==> src/rtl/bcm_pkg.sv <==
package bcm_pkg;

  // One radix-4 Booth digit: magnitude select and sign.
  typedef struct packed {
    logic neg;   // negate the selected multiple
    logic one;   // select 1 x multiplicand
    logic two;   // select 2 x multiplicand
  } bcm_digit_t;

  // Recode a triplet {b[2i+1], b[2i], b[2i-1]}.
  function automatic bcm_digit_t booth_digit(input logic [2:0] t);
    bcm_digit_t d;
    d.neg = t[2];
    d.one = t[1] ^ t[0];
    d.two = (t == 3'b011) || (t == 3'b100);
    return d;
  endfunction

  // Number of Booth partial-product rows for a multiplier width.
  function automatic int booth_rows(input int nb);
    return (nb + 1) / 2;
  endfunction

  // Rows left after one reduction level of n rows.
  function automatic int next_rows(input int n);
    int g;
    int r;
    g = n / 4;
    r = n % 4;
    return 2 * g + ((r == 3) ? 2 : r);
  endfunction

endpackage

==> src/rtl/bcm_comp42.sv <==
// Row-wide 4:2 compressor: two full-adder layers per column, with a lateral
// carry from the first layer into the next column. Top-column carries drop.
module bcm_comp42 #(
  parameter int W = 20
) (
  input  logic [W-1:0] x0,
  input  logic [W-1:0] x1,
  input  logic [W-1:0] x2,
  input  logic [W-1:0] x3,
  output logic [W-1:0] sum_o,
  output logic [W-1:0] car_o
);
  logic [W-1:0] s1;
  logic [W-2:0] c1;
  logic [W-1:0] cin;
  logic [W-2:0] cy;

  always_comb begin
    s1  = x0 ^ x1 ^ x2;
    c1  = (x0[W-2:0] & x1[W-2:0]) | (x0[W-2:0] & x2[W-2:0]) | (x1[W-2:0] & x2[W-2:0]);
    cin = {c1, 1'b0};
    sum_o = s1 ^ x3 ^ cin;
    cy  = (s1[W-2:0] & x3[W-2:0]) | (s1[W-2:0] & cin[W-2:0]) | (x3[W-2:0] & cin[W-2:0]);
    car_o = {cy, 1'b0};
  end
endmodule

==> src/rtl/bcm_comp32.sv <==
// Row-wide 3:2 compressor (one full adder per column).
module bcm_comp32 #(
  parameter int W = 20
) (
  input  logic [W-1:0] x0,
  input  logic [W-1:0] x1,
  input  logic [W-1:0] x2,
  output logic [W-1:0] sum_o,
  output logic [W-1:0] car_o
);
  logic [W-2:0] cy;

  always_comb begin
    sum_o = x0 ^ x1 ^ x2;
    cy    = (x0[W-2:0] & x1[W-2:0]) | (x0[W-2:0] & x2[W-2:0]) | (x1[W-2:0] & x2[W-2:0]);
    car_o = {cy, 1'b0};
  end
endmodule

==> src/rtl/bcm_booth_rows.sv <==
// Builds the full-width row set: one row per Booth digit, one row of +1
// terms for negated digits, and one constant sign-correction row.
module bcm_booth_rows
  import bcm_pkg::*;
#(
  parameter int NA = 10,
  parameter int NB = 10,
  localparam int PW    = NA + NB,
  localparam int NPP   = booth_rows(NB),
  localparam int NROWS = NPP + 2
) (
  input  logic [NA-1:0]       a,
  input  logic [NB-1:0]       b,
  output logic [NROWS*PW-1:0] rows_o
);
  localparam int BX = 2 * NPP + 1;

  // Each row's top bit is stored inverted; this constant removes the
  // resulting 2^(2i+NA) offsets in one row.
  function automatic logic [PW-1:0] corr_const();
    logic [PW-1:0] k;
    k = '0;
    for (int i = 0; i < NPP; i++) k = k - (PW'(1) << (2 * i + NA));
    return k;
  endfunction

  localparam logic [PW-1:0] KROW = corr_const();

  logic signed [BX-2:0] b_sx;
  logic [BX-1:0]        b_ext;
  logic [NA:0]          a_x1;
  logic [NA:0]          a_x2;
  logic [NPP-1:0]       negs;

  assign b_sx  = (BX-1)'($signed(b));
  assign b_ext = {b_sx, 1'b0};
  assign a_x1  = {a[NA-1], a};
  assign a_x2  = {a, 1'b0};

  for (genvar i = 0; i < NPP; i++) begin : g_row
    bcm_digit_t  dig;
    logic [NA:0] mag;
    logic [NA:0] pp;

    always_comb begin
      dig = booth_digit(b_ext[2*i +: 3]);
      mag = dig.one ? a_x1 : (dig.two ? a_x2 : '0);
      pp  = mag ^ {(NA+1){dig.neg}};
    end

    assign negs[i] = dig.neg;
    assign rows_o[i*PW +: PW] = PW'({~pp[NA], pp[NA-1:0]}) << (2 * i);
  end

  // +1 terms of negated selections, each at its row's least significant bit.
  always_comb begin
    rows_o[NPP*PW +: PW] = '0;
    for (int i = 0; i < NPP; i++) rows_o[NPP*PW + 2*i] = negs[i];
  end

  assign rows_o[(NPP+1)*PW +: PW] = KROW;
endmodule

==> src/rtl/bcm_csa_tree.sv <==
// Recursive carry-save tree: one level of 4:2 groups (3:2 for a remainder
// of three, pass-through for one or two), then itself on the result.
module bcm_csa_tree
  import bcm_pkg::*;
#(
  parameter int W = 20,
  parameter int N = 7
) (
  input  logic [N*W-1:0] rows_i,
  output logic [2*W-1:0] pair_o
);
  if (N <= 2) begin : g_leaf
    assign pair_o = rows_i;
  end else begin : g_level
    localparam int G  = N / 4;
    localparam int R  = N % 4;
    localparam int NO = next_rows(N);

    logic [NO*W-1:0] nxt;

    for (genvar g = 0; g < G; g++) begin : g_c42
      bcm_comp42 #(.W(W)) u_c42 (
        .x0    (rows_i[(4*g)*W   +: W]),
        .x1    (rows_i[(4*g+1)*W +: W]),
        .x2    (rows_i[(4*g+2)*W +: W]),
        .x3    (rows_i[(4*g+3)*W +: W]),
        .sum_o (nxt[(2*g)*W      +: W]),
        .car_o (nxt[(2*g+1)*W    +: W])
      );
    end

    if (R == 3) begin : g_c32
      bcm_comp32 #(.W(W)) u_c32 (
        .x0    (rows_i[(4*G)*W   +: W]),
        .x1    (rows_i[(4*G+1)*W +: W]),
        .x2    (rows_i[(4*G+2)*W +: W]),
        .sum_o (nxt[(2*G)*W      +: W]),
        .car_o (nxt[(2*G+1)*W    +: W])
      );
    end else begin : g_pass
      for (genvar r = 0; r < R; r++) begin : g_p
        assign nxt[(2*G+r)*W +: W] = rows_i[(4*G+r)*W +: W];
      end
    end

    bcm_csa_tree #(.W(W), .N(NO)) u_next (
      .rows_i (nxt),
      .pair_o (pair_o)
    );
  end
endmodule

==> src/rtl/booth_csa_mult.sv <==
module booth_csa_mult
  import bcm_pkg::*;
#(
  parameter int NA = 10,
  parameter int NB = 10
) (
  input  logic             clk,
  input  logic             rst_n,
  input  logic             in_valid,
  output logic             in_ready,
  input  logic [NA-1:0]    a,
  input  logic [NB-1:0]    b,
  output logic             out_valid,
  input  logic             out_ready,
  output logic [NA+NB-1:0] product
);
  localparam int PW    = NA + NB;
  localparam int NROWS = booth_rows(NB) + 2;

  logic [NROWS*PW-1:0] rows;
  logic [2*PW-1:0]     pair;
  logic [PW-1:0]       prod_d;
  logic                take;

  bcm_booth_rows #(.NA(NA), .NB(NB)) u_rows (
    .a      (a),
    .b      (b),
    .rows_o (rows)
  );

  bcm_csa_tree #(.W(PW), .N(NROWS)) u_tree (
    .rows_i (rows),
    .pair_o (pair)
  );

  // The only carry-propagate add in the datapath.
  assign prod_d = pair[PW-1:0] + pair[2*PW-1:PW];

  assign in_ready = !out_valid || out_ready;
  assign take     = in_valid && in_ready;

  always_ff @(posedge clk or negedge rst_n) begin
    if (!rst_n) begin
      out_valid <= 1'b0;
      product   <= '0;
    end else if (take) begin
      out_valid <= 1'b1;
      product   <= prod_d;
    end else if (out_ready) begin
      out_valid <= 1'b0;
    end
  end
endmodule

==> config.mk <==
export PLATFORM = sky130hd
export DESIGN_NAME = booth_csa_mult
export DESIGN_NICKNAME = d
export VERILOG_FILES = /design/src/rtl/bcm_pkg.sv /design/src/rtl/bcm_comp42.sv /design/src/rtl/bcm_comp32.sv /design/src/rtl/bcm_booth_rows.sv /design/src/rtl/bcm_csa_tree.sv /design/src/rtl/booth_csa_mult.sv
export SDC_FILE = /design/constraint.sdc
export NUM_CORES = 1
export LEC_CHECK = 0
export BUFFER_PORTS_ARGS = -buffer_cell sky130_fd_sc_hd__buf_2
export CAP_MARGIN = 20
export CELL_PAD_IN_SITES_DETAIL_PLACEMENT = 0
export CELL_PAD_IN_SITES_GLOBAL_PLACEMENT = 2
export CORE_MARGIN = 10
export CORE_UTILIZATION = 39
export CTS_CLUSTER_SIZE = 40
export DETAILED_ROUTE_END_ITERATION = 16
export PLACE_DENSITY_LB_ADDON = 0.1
export SYNTH_ARGS = -nofsm -noshare
export SYNTH_HDL_FRONTEND = slang
export SYNTH_SLANG_ARGS = --single-unit
==> constraint.sdc <==
create_clock -name clk -period 3.6 [get_ports clk]
set_clock_uncertainty 0.15 [all_clocks]
set_input_delay 0.54 -clock clk [delete_from_list [all_inputs] [get_ports clk]]
set_output_delay 0.54 -clock clk [all_outputs]
set_load 0.03 [all_outputs]
**Word level (Yosys, flattened, before mapping)**

Cells that the tools add are included.

- Divide/modulo/power cells: 0
- Multiplexer cells: 12
- Equality and inequality tests: 9
- Add/sub/neg operators: 1
- Multiply operators: 0
- Reductions and logical operators: 8
- Order comparisons: 0
- Shifts and indexed selects: 0
- Bitwise logic cells: 46

Operators with widths:

| cell | number |
|---|---|
| bitwise AND 19 bit | 6 |
| 2-to-1 mux 11 bit | 10 |
| bitwise OR 19 bit | 5 |
| bitwise XOR 20 bit | 4 |
| bitwise XOR 11 bit | 5 |
| adder 20 bit | 1 |
| bitwise XOR 20 x 15 -> 20 bit | 1 |
| bitwise XOR 20 x 16 -> 20 bit | 1 |
| bitwise XOR 20 x 17 -> 20 bit | 1 |
| bitwise AND 19 x 16 -> 19 bit | 1 |
| bitwise AND 19 x 17 -> 19 bit | 1 |
| bitwise AND 19 x 9 -> 19 bit | 1 |
| bitwise OR 19 x 17 -> 19 bit | 1 |
| bitwise OR 19 x 18 -> 19 bit | 1 |
| bitwise XOR 19 x 9 -> 19 bit | 1 |
| bitwise AND 17 x 16 -> 17 bit | 1 |
| bitwise AND 11 x 15 -> 15 bit | 1 |
| bitwise AND 13 x 15 -> 15 bit | 1 |
| bitwise OR 13 x 15 -> 15 bit | 1 |
| bitwise OR 15 bit | 1 |
| bitwise AND 11 x 13 -> 13 bit | 1 |
| bitwise XOR 11 x 13 -> 13 bit | 1 |
| equality test 3 x 2 -> 1 bit, second input constant | 4 |
| equality test 3 bit, second input constant | 4 |
| 9 further kinds | 21 |

- Bits in latches: 0
- Memory bits (writable): 0
- Memories kept: 0
- Bits of input ports: 24
- Flip-flop bits (word level): 21
- Word-level logic and storage cells: 78
- Output and inout port bits: 22
- Bits in read-only memories: 0

**Depth between registers and ports, before layout**

Gate-level depths: netlist of run 1.

- Depth after elaboration: 19
- Gate-level depth with buffers: 20
- Mapped depth without buffers: 18

**Cells and area by module**

From an unflattened synthesis of run 1, not the netlist that was laid out.

- Cell total of the unflattened synthesis: 732
- Area total of the unflattened synthesis: 6545.0 sq um

Modules (own cells, without submodules):

| module | instances | sequential area each (sq um) | cells each | area an instance (sq um) |
|---|---|---|---|---|
| bcm_booth_rows | 1 | 0.0 | 374 | 2441.1 |
| booth_csa_mult | 1 | 525.5 | 210 | 1779.2 |
| bcm_comp42 | 2 | 0.0 | 43 | 804.5 |
| bcm_comp32 | 1 | 0.0 | 22 | 415.4 |
| bcm_csa_tree at u_tree.g_level.u_next.g_level.u_next | 1 | 0.0 | 40 | 300.3 |

**Least setup slack after synthesis of run 1**

No wires, ideal clock.

- Path type: input port to flip-flop
- From: input port b[3]
- To: register product[15]
- Required time: 3.367 ns
- Stages: 19
- Data arrival time: 4.991 ns
- Path buffers: 2
- Path slack: -1.623 ns
- Setup time: 0.083 ns
- Path through: buf_1 inv_1 ha_1 clkbuf_1 a311oi_1 a21o_1 fa_1 inv_1 fa_1 fa_1 inv_1 fa_1 ha_1 nand2_1 nor4_1 o21a_1 a221oi_1 xor2_1 o21ai_0

- Word-level cells in the longest chain between the ends: 18
- Elaborated cells on any way between the ends: 47
- Those cells by class: add/sub: 1; eq/ne: 4; mux: 4; bitwise: 36; reduce/logical: 2

Ends and longest elaborated chain:

| element | RTL line | RTL |
|---|---|---|
| start, declared | booth_csa_mult.sv:12 | `input logic [NB-1:0] b,` |
| equality test 3 x 2 -> 1 bit / equality test 3 bit (equally long branches) | bcm_pkg.sv:15 | `d.two = (t == 3'b011) \|\| (t == 3'b100);` |
| logical OR 1 bit | bcm_pkg.sv:15 |  |
| 2-to-1 mux 11 bit (2 in a row) | bcm_booth_rows.sv:47 | `mag = dig.one ? a_x1 : (dig.two ? a_x2 : '0);` |
| bitwise XOR 11 bit | bcm_booth_rows.sv:48 | `pp = mag ^ {(NA+1){dig.neg}};` |
| bitwise AND 11 x 13 -> 13 bit, or another cell as far along | bcm_comp42.sv:20 | `c1 = (x0[W-2:0] & x1[W-2:0]) \| (x0[W-2:0] & x2[W-2:0]) \| (x1[W-2:0] & x2[W-2:0]);` |
| bitwise OR 13 x 15 -> 15 bit, or another cell as far along | bcm_comp42.sv:20 |  |
| bitwise OR 15 bit, or another cell as far along | bcm_comp42.sv:20 |  |
| bitwise AND 19 x 16 -> 19 bit, or another cell as far along | bcm_comp42.sv:23 | `cy = (s1[W-2:0] & x3[W-2:0]) \| (s1[W-2:0] & cin[W-2:0]) \| (x3[W-2:0] & cin[W-2:0]);` |
| bitwise OR 19 bit / bitwise AND 19 x 16 -> 19 bit (equally long branches) | bcm_comp42.sv:23 |  |
| bitwise OR 19 x 17 -> 19 bit / bitwise OR 19 bit (equally long branches) | bcm_comp42.sv:23 |  |
| bitwise AND 19 bit / bitwise OR 19 x 17 -> 19 bit (equally long branches) | bcm_comp42.sv:20, bcm_comp42.sv:23 |  |
| bitwise OR 19 bit / bitwise XOR 20 bit (equally long branches) (2 in a row) | bcm_comp42.sv:20, bcm_comp42.sv:19 |  |
| bitwise AND 19 bit | bcm_comp42.sv:23 |  |
| bitwise OR 19 bit (2 in a row) | bcm_comp42.sv:23 |  |
| adder 20 bit * | booth_csa_mult.sv:37 | `assign prod_d = pair[PW-1:0] + pair[2*PW-1:PW];` |
| end signal, assigned | booth_csa_mult.sv:48 | `product <= prod_d;` |
| end, declared | booth_csa_mult.sv:15 | `output logic [NA+NB-1:0] product` |

Every way passes the cells marked *; elsewhere a longest branch is shown, timed or not.
A chain may end at the register's enable or synchronous reset.

**Final worst setup path of run 1**

- From: input port b[3]
- To: register product[18]

- Word-level cells in the longest chain between the ends: 19
- Elaborated cells on any way between the ends: 47
- Those cells by class: add/sub: 1; eq/ne: 4; mux: 4; bitwise: 36; reduce/logical: 2

Ends and longest elaborated chain:

| element | RTL line | RTL |
|---|---|---|
| equality test 3 x 2 -> 1 bit / equality test 3 bit (equally long branches) | bcm_pkg.sv:15 |  |
| logical OR 1 bit | bcm_pkg.sv:15 |  |
| 2-to-1 mux 11 bit (2 in a row) | bcm_booth_rows.sv:47 |  |
| bitwise XOR 11 bit | bcm_booth_rows.sv:48 |  |
| NOT 1 bit | bcm_booth_rows.sv:52 | `assign rows_o[i*PW +: PW] = PW'({~pp[NA], pp[NA-1:0]}) << (2 * i);` |
| bitwise AND 11 x 13 -> 13 bit / bitwise AND 11 x 15 -> 15 bit (equally long branches) | bcm_comp42.sv:20 |  |
| bitwise OR 13 x 15 -> 15 bit | bcm_comp42.sv:20 |  |
| bitwise OR 15 bit | bcm_comp42.sv:20 |  |
| bitwise AND 19 x 16 -> 19 bit | bcm_comp42.sv:23 |  |
| bitwise OR 19 bit | bcm_comp42.sv:23 |  |
| bitwise OR 19 x 17 -> 19 bit | bcm_comp42.sv:23 |  |
| bitwise AND 19 bit | bcm_comp42.sv:20 |  |
| bitwise OR 19 bit (2 in a row) | bcm_comp42.sv:20 |  |
| bitwise AND 19 bit | bcm_comp42.sv:23 |  |
| bitwise OR 19 bit (2 in a row) | bcm_comp42.sv:23 |  |
| adder 20 bit * | booth_csa_mult.sv:37 |  |

Marks and branches as above.

==> flow_summary.ini, run 1 <==
[die]
fp.coreArea_um2 = 10420
die_area_um2 = 15340
die_y_um = 123.9
ioPinCount = 46
initial_core_util = 0.4038
rows = 37
die_w_um = 123.9

[clock_network]
clock_path_buffers = 2
cts_htree_levels = 1
clkTransAtPathRegs_ns = 0.07
cts_tree = done
clk_latency_ns = 0.26
clkSinkCount = 21
hold_buffers = 0
root_buffer = clkbuf_8
cts_buffers = 3

[placement]
place_hpwl_um = 9739
place_ws_ns = -1.565
gp_congestion = 0.8323
port_buffers = 45

[sta]
fin_ws_ns = -0.9744
worstMarginPinSlew_ns = 0.9694
hold_violations = 0
post-route-period-util = 1.271
slew_violations = 0
finalSetupTns_ns = -10.99
grt_setup_unrepaired = true
setup_violations = 15
max_freq_mhz = 218.6
layout_min_cycle_time_ns = 4.574
max_slew_margin = 0.3521

[routing]
vias = 4194
ant_nets = 0
drtPass1Iterations = 4
wl_met1_um = 5254
drc = 0
wl_met3_um = 308
wl_per_cell_um = 14.90
wl_met2_um = 6074
top_layer = met4
vias_per_cell = 5.322
wirelength_um = 11740
drtIter0Drc = 198

[logic_synthesis]
synth-xor-area-share = 0.1124
yosysUniqueCellTypes = 43
yosysTopAreaCell = ha_1
synth_top_area_share = 0.1457
synth_compound_area_frac = 0.2906
avgSynthCellArea_um2 = 7.952
synth-seq-cells = 21
synth-edff-count = 0
synth_top_family_by_area = compound AO/OA/AOI/OAI gates
yosysSeqAreaShare = 0.1249
synthTopCellsByCount = 61 x nand2_1, 58 x a21oi_1, 49 x ha_1, 48 x o21ai_0, 44 x xor2_1
dominantRegCellSynth = dfrtp_1
synth-simple-area-share = 0.09816
synth.most_common_cell = nand2_1
postSynthCellCount = 529
ys_warn_count = 0
syn-num-nets = 632
ys_top_cells_by_area = ha_1 15%, fa_1 14%, dfrtp_1 12%
synth_mux_area_frac = 0.01041
synthArstFlopShare = 1.000
synthesis.area_um2 = 4207
synth_adder_area_share = 0.2885

[cells_and_area]
final_util = 0.5769
antenna_cells = 0
nets = 756
drive_gt1_frac = 0.3880
syn2layout_area_growth_pct = 42.86
nFillCells = 992

[power_and_ir_drop]
p_per_area_nw_per_um2 = 925.9
vdd_ir_drop_max_mv = 0.5967
power_leakage_nw = 2.825

[global_route]
grt_start_max_net_pins = 33
grt_pass1_vias = 4089
grtUsageTotal = 0.1549
grt_pass1_wl_um = 19780
grt_overflow = 0
antenna_found_initial = 0

[job]
maxCapViolations = 0

[run_status]
violations = setup timing
run_status = finished with violations

[worst_hold_path]
hold_path_class = primary input to async pin

[critical_path]
endpoint_kind = register
path_max_fanout = 6
worstPathArrival_ns = 4.54
start_kind = primary input
crit_type = primary input to register
crit_required_ns = 3.56
==> worst paths after layout <==
| kind | from | end | slack, ns | depth (start not counted) |
|---|---|---|---|---|
| worst max-delay path | b[3] | product[18]$_DFFE_PN0P_ | -0.97 | 18 |
| worst min-delay path | rst_n | out_valid$_DFFE_PN0P_ | 0.07 | 1 |
| worst max register to register | out_valid$_DFFE_PN0P_ | product[13]$_DFFE_PN0P_ | 1.68 | 5 |
| worst min register to register | product[4]$_DFFE_PN0P_ | product[4]$_DFFE_PN0P_ | 0.33 | 2 |
| max in group asynchronous | rst_n | product[11]$_DFFE_PN0P_ | 2.91 | 1 |
| min in group clk | product[4]$_DFFE_PN0P_ | product[4]$_DFFE_PN0P_ | 0.33 | 2 |
==> final cells by class <==
class                   count  area (um2)  area share
multi-input cells         424        3857      0.6419
inverters                  38       152.6     0.02540
repair buffers            165        1259      0.2095
well taps                 136       170.2     0.02832
clock buffers               4       45.04    0.007495
flip-flops and latches     21       525.5     0.08745
==> kinds of logic (layout without fill, tap and decap cells) <==
kind of cell,count (synthesis),count (layout)
AO/OA/AOI/OAI,190,190
AND/OR/NAND/NOR,97,97
buffers and inverters,84,207
adder cells (fa/ha/maj),79,79
XOR/XNOR,54,54
flip-flops,21,21
multiplexers,4,4
==> report_power, final <==
part	switching, mW	leakage [nW]	internal, mW
Clock	0.0757	0.0228	0.0788
Combinational	2.50	2.55	2.51
Sequential	0.0512	0.254	0.348
Total	2.63	2.82	2.94
==> layer usage <==
metal	track usage	up-vias
li1	-	2102
met1	0.1993	2033
met2	0.2815	51
met3	0.01312	8
met4	0.01965	0
met5	0	-
==> cells in the final DEF, fill, tap and decap left out, types with 2 or more instances in the layout <==
| cell | instances |
|---|---|
| ha_1 | 35 |
| and3_1 | 3 |
| clkbuf_8 | 3 |
| a21oi_1 | 44 |
| o21ai_1 | 8 |
| inv_2 | 4 |
| nor3_1 | 2 |
| a21oi_4 | 2 |
| fa_1 | 23 |
| buf_12 | 5 |
| mux2_2 | 3 |
| dfrtp_1 | 21 |
| buf_6 | 12 |
| nor2b_1 | 2 |
| o21a_1 | 7 |
| ha_4 | 14 |
| and2_1 | 2 |
| a311oi_2 | 11 |
| xnor2_1 | 6 |
| inv_4 | 2 |
| fa_2 | 7 |
| o21ai_0 | 37 |
| xor2_1 | 43 |
| nor2_1 | 16 |
| a311oi_1 | 17 |
| nand2_1 | 60 |
| o21ai_2 | 6 |
| buf_2 | 41 |
| inv_1 | 31 |
| buf_4 | 105 |
| a21o_1 | 24 |
| o31ai_2 | 2 |
| buf_8 | 2 |
| o31ai_1 | 7 |
| nand2b_1 | 2 |
| xnor2_2 | 4 |
| a21oi_2 | 12 |
==> stage by stage <==
| stage | area [um2] | std cells | power (mW) | hold slack, ns |
|---|---|---|---|---|
| after global placement | 5552 | 778 | 4.804 | 0.3093 |
| after global routing | 6010 | 788 | 6.084 | 0.1065 |
| after CTS | 5911 | 786 | 5.499 | 0.08456 |
| after floorplan | 4494 | 529 | 3.451 | 0.09441 |
| after detailed placement | 5552 | 778 | 4.879 | 0.3145 |
| final | 6010 | 788 | 5.564 | 0.07398 |
==> what timing repair did <==
item                       in CTS  in global routing
pin swaps                      43                 16
buffers inserted                6                  2
resized for setup              70                 21
setup endpoints to repair      16                 16
==> sequential cells by signal (all words and copies together) (netlist names) <==
register,flops
out_valid,1
product,20
==> critical path, cell delays in order <==
cell and delay (ns):
buf_12 0.12, inv_6 0.05, ha_4 0.21, buf_6 0.13
a21o_1 0.18, fa_1 0.54, inv_1 0.05, fa_1 0.46
fa_1 0.49, inv_1 0.05, fa_2 0.54, ha_4 0.22
a21oi_2 0.17, o211ai_1 0.18, a21boi_2 0.24, a22oi_2 0.09
xnor2_1 0.21, o21ai_1 0.08
Power figures use the tool's default switching activity.
==> run 2: changes to the inputs <==
ABC_AREA = 1   (was unset)
CORE_UTILIZATION = 25   (was 39)
GPL_TIMING_DRIVEN = 0   (was unset)
==> run 2 against run 1 <==
Against the previous run:
- the flow still finishes with violations (setup timing)
- die area rose by 47%
- non-clock buffer count shrank 70
- register-to-register slack better by 0.57 ns
- flip-flop and latch count unchanged
- first-iteration DRC count fell by 20%
- global-route usage is 3.9 points lower
- synthesized cell count is 17% higher
==> flow_summary.ini, run 2 <==
[run_status]
run_status = finished with violations
violations = setup timing

[sta]
slew_violations = 0
layout_min_cycle_time_ns = 4.715
worstMarginPinSlew_ns = 0.4973
grt_setup_unrepaired = true
max_freq_mhz = 212.1
setup_violations = 16
finalSetupTns_ns = -13.30
max_slew_margin = 0.6685
fin_ws_ns = -1.115
hold_violations = 0
post-route-period-util = 1.310

[critical_path]
r2r_end = product[0]$_DFFE_PN0P_
path_max_fanout = 6
ff2ff_path_depth = 4
worstPathArrival_ns = 4.76
crit_type = primary input to register
reg2reg_from = out_valid$_DFFE_PN0P_
start_kind = primary input
endpoint_kind = register
crit_required_ns = 3.64
rrSetupSlack_ns = 2.25

[global_route]
antenna_found_initial = 0
grt_pass1_vias = 4063
grt_overflow = 0
grt_start_max_net_pins = 22
grtUsageTotal = 0.1163
grt_pass1_wl_um = 21270

[clock_network]
cts_tree = done
root_buffer = clkbuf_16
clkTransAtPathRegs_ns = 0.06
clk_latency_ns = 0.26
clock_path_buffers = 2
cts_buffers = 3
clkSinkCount = 21
hold_buffers = 0
cts_htree_levels = 1

[cells_and_area]
nFillCells = 1842
drive_gt1_frac = 0.3290
largest_register = product
final_util = 0.3517
regArea_um2 = 525.5
nets = 800
stdcell_area_um2 = 5833
final_common_cell = nand2_1
multiInputGateArea_um2 = 3780
reg_top3 = product: 20 flops, out_valid: 1 flops
syn2layout_area_growth_pct = 37.60
largest_reg_flops = 20
antenna_cells = 0
final_cell_mix = 177 x nand2_1, 91 x inv_1, 45 x buf_2, 38 x o21ai_0, 38 x xor2_1

[job]
maxCapViolations = 0

[die]
ioPinCount = 46
die_y_um = 150.2
initial_core_util = 0.2556
die_w_um = 150.2
fp.coreArea_um2 = 16580
rows = 47
die_area_um2 = 22560

[logic_synthesis]
ys_top_cells_by_area = nand2_1 19%, ha_1 14%, fa_1 14%
postSynthCellCount = 618
yosysTopAreaCell = nand2_1
synth_top_area_share = 0.1886
synthTopCellsByCount = 213 x nand2_1, 103 x inv_1, 49 x ha_1, 49 x o21ai_0, 45 x xor2_1
synth-edff-count = 0
yosysSeqAreaShare = 0.1240
synthesis.area_um2 = 4239
avgSynthCellArea_um2 = 6.859
synth.most_common_cell = nand2_1
synth-seq-cells = 21
synthArstFlopShare = 1.000
ys_warn_count = 0
yosysUniqueCellTypes = 30
syn-num-nets = 721
dominantRegCellSynth = dfrtp_1

[routing]
drtPass1Iterations = 4
vias = 3876
drc = 0
ant_nets = 0
vias_per_cell = 4.231
wl_per_cell_um = 13.84
wirelength_um = 12680
drtIter0Drc = 158

[placement]
place_hpwl_um = 10750
gp_congestion = 0.8201
place_area_um2 = 4941
port_buffers = 43

[worst_hold_path]
hold_path_class = primary input to async pin
-- run 2: cell count changes in the layout (fill, tap and decap cells not counted), moves of 10 or more --
cell,change
nor2_1,-10
nand2_2,+36
a21o_1,-24
a311oi_2,-11
nand3_1,+12
nand2_4,+11
a21oi_1,-42
buf_4,-83
nand2_1,+117
inv_1,+60
a311oi_1,-17
-- run 2: how the worst max path moves through the flow --
stage,startpoint,end,slack (ns),cells after the start
detailed placement,b[3],product[19]$_DFFE_PN0P_,-1.75,24
CTS,b[3],product[15]$_DFFE_PN0P_,-1.08,24
finish,b[3],product[17]$_DFFE_PN0P_,-1.11,28
global route,b[1],product[18]$_DFFE_PN0P_,-1.25,25
global placement,b[1],product[17]$_DFFE_PN0P_,-1.75,24
floorplan,b[1],product[19]$_DFFE_PN0P_,-1.04,24
-- run 2: cell type report --
class | count | share of cell area
Inverter | 108 | 0.07572
Buffer | 21 | 0.03668
Timing Repair Buffer | 74 | 0.08859
Clock buffer | 3 | 0.01287
Tap cell | 220 | 0.04719
Clock inverter | 1 | 0.0008580
Sequential cell | 21 | 0.09009
Multi-Input combinational cell | 468 | 0.6480
-- run 2: critical path, stage by stage --
cell     delay [ns]
buf_8          0.10
buf_12         0.12
inv_12         0.04
ha_4           0.20
buf_8          0.12
a21oi_4        0.12
nand2_4        0.10
buf_6          0.13
nand2_2        0.06
xor2_1         0.14
inv_1          0.07
fa_2           0.36
fa_1           0.51
inv_2          0.04
fa_1           0.49
inv_1          0.05
fa_1           0.49
ha_4           0.29
nand2_4        0.08
inv_4          0.04
buf_6          0.11
nand2_4        0.05
nand2_4        0.06
a21oi_2        0.15
nand2_1        0.07
nand2_1        0.07
nand3_2        0.09
nand2_1        0.06
-- run 2: metal layers --
layer  track usage  part of all wire  wire [um]  vias up
met5             0                 0          0        -
met4       0.02770             0.014        180        0
met3       0.01230             0.036        457       11
met2        0.2008              0.48       6041       60
met1        0.1516              0.47       6001     1760
li1              -                 -          -     2045
-- run 2: cell families (layout without fill, tap and decap cells) --
kind of cell / Yosys count / after routing / synth area share
adder cells (fa/ha/maj): 79 / 79 / 0.2863
AND/OR/NAND/NOR: 261 / 261 / 0.2527
AO/OA/AOI/OAI: 75 / 75 / 0.1012
flip-flops: 21 / 21 / 0.1240
XOR/XNOR: 53 / 53 / 0.1095
buffers and inverters: 129 / 207 / 0.1263
-- run 2: per-stage QoR --
step	setup WS, ns	hold slack (ns)	cells
6_report	-1.115	0.08255	916
5_1_grt	-1.254	0.1213	916
4_1_cts	-1.080	0.09719	909
3_5_place_dp	-1.748	0.3110	881
3_3_place_gp	-1.747	0.3080	881
2_1_floorplan	-1.041	0.09441	618
-- run 2: timing repair --
item	in CTS	in global routing
setup endpoints to repair	16	16
pin swaps	37	39
setup buffers	24	8
hold endpoints to repair	0	0
gates resized for setup	90	60
Power of run 2 is left out: the tool's default activity adds up to more than one toggle a clock period on the data nets, which glitch-free logic cannot reach.
==> run 3: changes to the inputs <==
SYNTH_HIERARCHICAL = 1   (was unset)
clock period = 5.6 ns   (was 3.6 ns; I/O delays follow)
==> run 3 against run 2 <==
Against the previous run:
- first-iteration DRC count rose by 120%
- register-to-register slack improved by 1.9 ns
- critical path type unchanged
- the run now ends clean
- worst setup slack better by 1.4 ns
- flip-flop and latch count unchanged
==> flow_summary.ini, run 3 <==
[run_status]
run_status = completed

[global_route]
grt_start_max_net_pins = 22
antenna_found_initial = 0
use_met1 = 0.1476
grt_pass1_wl_um = 29910
grt.busiest_layer = met2
met3_usage = 0.01008
grt_overflow = 0
met2_usage = 0.1981
grtUsageTotal = 0.1104
grt_pass1_vias = 5530

[logic_synthesis]
ys_warn_count = 6
dominantRegCellSynth = dfrtp_1
yosysSeqAreaShare = 0.07886
synth-seq-cells = 21
avgSynthCellArea_um2 = 7.291
postSynthCellCount = 914
synthTopCellsByCount = 308 x nand2_1, 131 x buf_4, 94 x fa_1, 70 x nand3_1, 55 x inv_1
synthArstFlopShare = 1.000
ys_top_cells_by_area = fa_1 28%, nand2_1 17%, buf_4 15%
yosysUniqueCellTypes = 32
synthesis.area_um2 = 6664
synth-edff-count = 0
synth_top_area_share = 0.2824
synth.most_common_cell = nand2_1
yosysTopAreaCell = fa_1

[critical_path]
crit_type = primary input to register
reg2reg_from = out_valid$_DFFE_PN0P_
ff2ff_path_depth = 6
worst-path-buf-inv = 7
crit_family = adder cells
cpMaxStageDelayCell = fa_1
rrSetupSlack_ns = 4.19
crit_chain = buf_2, inv_2, buf_8, ha_4, buf_6, buf_4, o21ai_1, nand2_1, nand2_1, nand2_1, fa_1, fa_1, fa_1, fa_1, buf_4, ha_4, nand2_2, inv_1, a21oi_2, nand3_4, nand2_2, nand3_1, nand3_1, nand2_1
worstPathArrival_ns = 5.34
endpoint_kind = register
path_max_fanout = 10
start_kind = primary input
cp_slowest_stage_delay_ns = 0.57
crit_required_ns = 5.59
r2r_end = product[10]$_DFFE_PN0P_

[cells_and_area]
syn2layout_area_growth_pct = 20.45
final_common_cell = nand2_1
largest_reg_flops = 20
drive_gt1_frac = 0.2837
nets = 1195
antenna_cells = 0
largest_register = product
final_cells = 1382
nFillCells = 2910
final_cell_mix = 301 x nand2_1, 136 x buf_4, 93 x fa_1, 83 x conb_1, 70 x nand3_1
reg_top3 = product: 20 flops, out_valid: 1 flops

[routing]
drtPass1Iterations = 5
vias = 5588
drc = 0
drtIter0Drc = 342
ant_nets = 0
vias_per_cell = 4.043
wirelength_um = 18600
wl_per_cell_um = 13.46

[sta]
grt_setup_unrepaired = false
setup_violations = 0
post-route-period-util = 0.9542
max_slew_margin = 0.6588
worstMarginPinSlew_ns = 0.5118
layout_min_cycle_time_ns = 5.343
max_freq_mhz = 187.1
slew_violations = 0
hold_violations = 0

[placement]
port_buffers = 44
placed_cells = 1371
gp_congestion = 0.7694
place_hpwl_um = 15730

[die]
fp.coreArea_um2 = 26130
initial_core_util = 0.2550
die_y_um = 183.3
die_area_um2 = 33590
rows = 59
die_w_um = 183.3
ioPinCount = 46

[worst_hold_path]
hold_path_class = register to register
worstHoldStart = product[14]$_DFFE_PN0P_
hold_depth = 2
hold_end = product[14]$_DFFE_PN0P_

[clock_network]
cts_tree = done
clock_path_buffers = 2
root_buffer = clkbuf_16
hold_buffers = 0
clkSinkCount = 21
clk_latency_ns = 0.25
clkTransAtPathRegs_ns = 0.06
cts_htree_levels = 1
cts_buffers = 3

[job]
maxCapViolations = 0
run 3: cell types whose count changed after synthesis, moves of 8 or more:
cell / previous run / this run
buf_4: 4 / 131
nand2_1: 213 / 308
fa_1: 30 / 94
nand3_1: 19 / 70
inv_1: 103 / 55
xor2_1: 45 / 8
ha_1: 49 / 29
a21oi_1: 6 / 23
nor2_1: 11 / 23
buf_2: 7 / 17
nand2_2: 10 / 19
inv_2: 3 / 11
run 3: layout make-up:
cell class / instances / area, um2 / area share
clock buffers: 4 / 78.83 / 0.009821
well taps: 335 / 419.2 / 0.05222
plain buffers: 161 / 1222 / 0.1523
repair buffers: 51 / 290.3 / 0.03617
multi-input cells: 744 / 5243 / 0.6532
inverters: 66 / 247.7 / 0.03087
flip-flops and latches: 21 / 525.5 / 0.06547
run 3: worst max-delay path by stage:
stage	cells past startpoint	slack, ns	start	endpoint
global route	26	0.0001	b[3]	product[13]$_DFFE_PN0P_
finish	24	0.26	b[1]	product[14]$_DFFE_PN0P_
detailed placement	24	-0.44	b[1]	product[18]$_DFFE_PN0P_
CTS	26	-0.007	b[1]	product[16]$_DFFE_PN0P_
global placement	24	-0.45	b[1]	product[14]$_DFFE_PN0P_
floorplan	23	0.40	b[1]	product[18]$_DFFE_PN0P_
run 3: worst min-delay path: stages (launching register included):
cell and delay (ns):
dfrtp_1 0.34, nand2_1 0.06, nand2_1 0.04
run 3: cell families after synthesis:
family | count (synthesis) | share of synthesized area
other | 5 | 0.002817
adders and majority gates | 123 | 0.3368
buffers and inverters | 227 | 0.2172
xor gates and xnor gates | 15 | 0.01972
and+or+nand+nor | 440 | 0.2799
DFF | 21 | 0.07886
AOI/OAI and AO/OA | 83 | 0.06459
run 3: metrics by stage:
stage	setup TNS [ns]	setup slack (ns)	hold WS, ns	cell area, um2	utilization
floorplan	0	0.3962	0.3944	6957	-
global placement	-5.691	-0.4523	0.3110	7596	0.2907
detailed placement	-5.362	-0.4353	0.3101	7596	0.2907
CTS	-0.006688	-0.006688	0.3259	7772	0.2974
global route	0	0.0001386	0.3416	8026	0.3071
finish	0	0.2566	0.3208	8026	0.3071
run 3: layer usage:
layer | share of wire | vias to the layer above
met2 | 0.51 | 66
met1 | 0.46 | 2618
met5 | 0 | -
li1 | - | 2902
met3 | 0.028 | 2
met4 | 0.0013 | 0
run 3: timing repair:
item,in CTS,in global routing
buffers inserted,0,5
setup endpoints to repair,14,16
gates cloned,0,2
pin swaps,3,29
resized for setup,18,55
Power of run 3 is left out for the same reason.
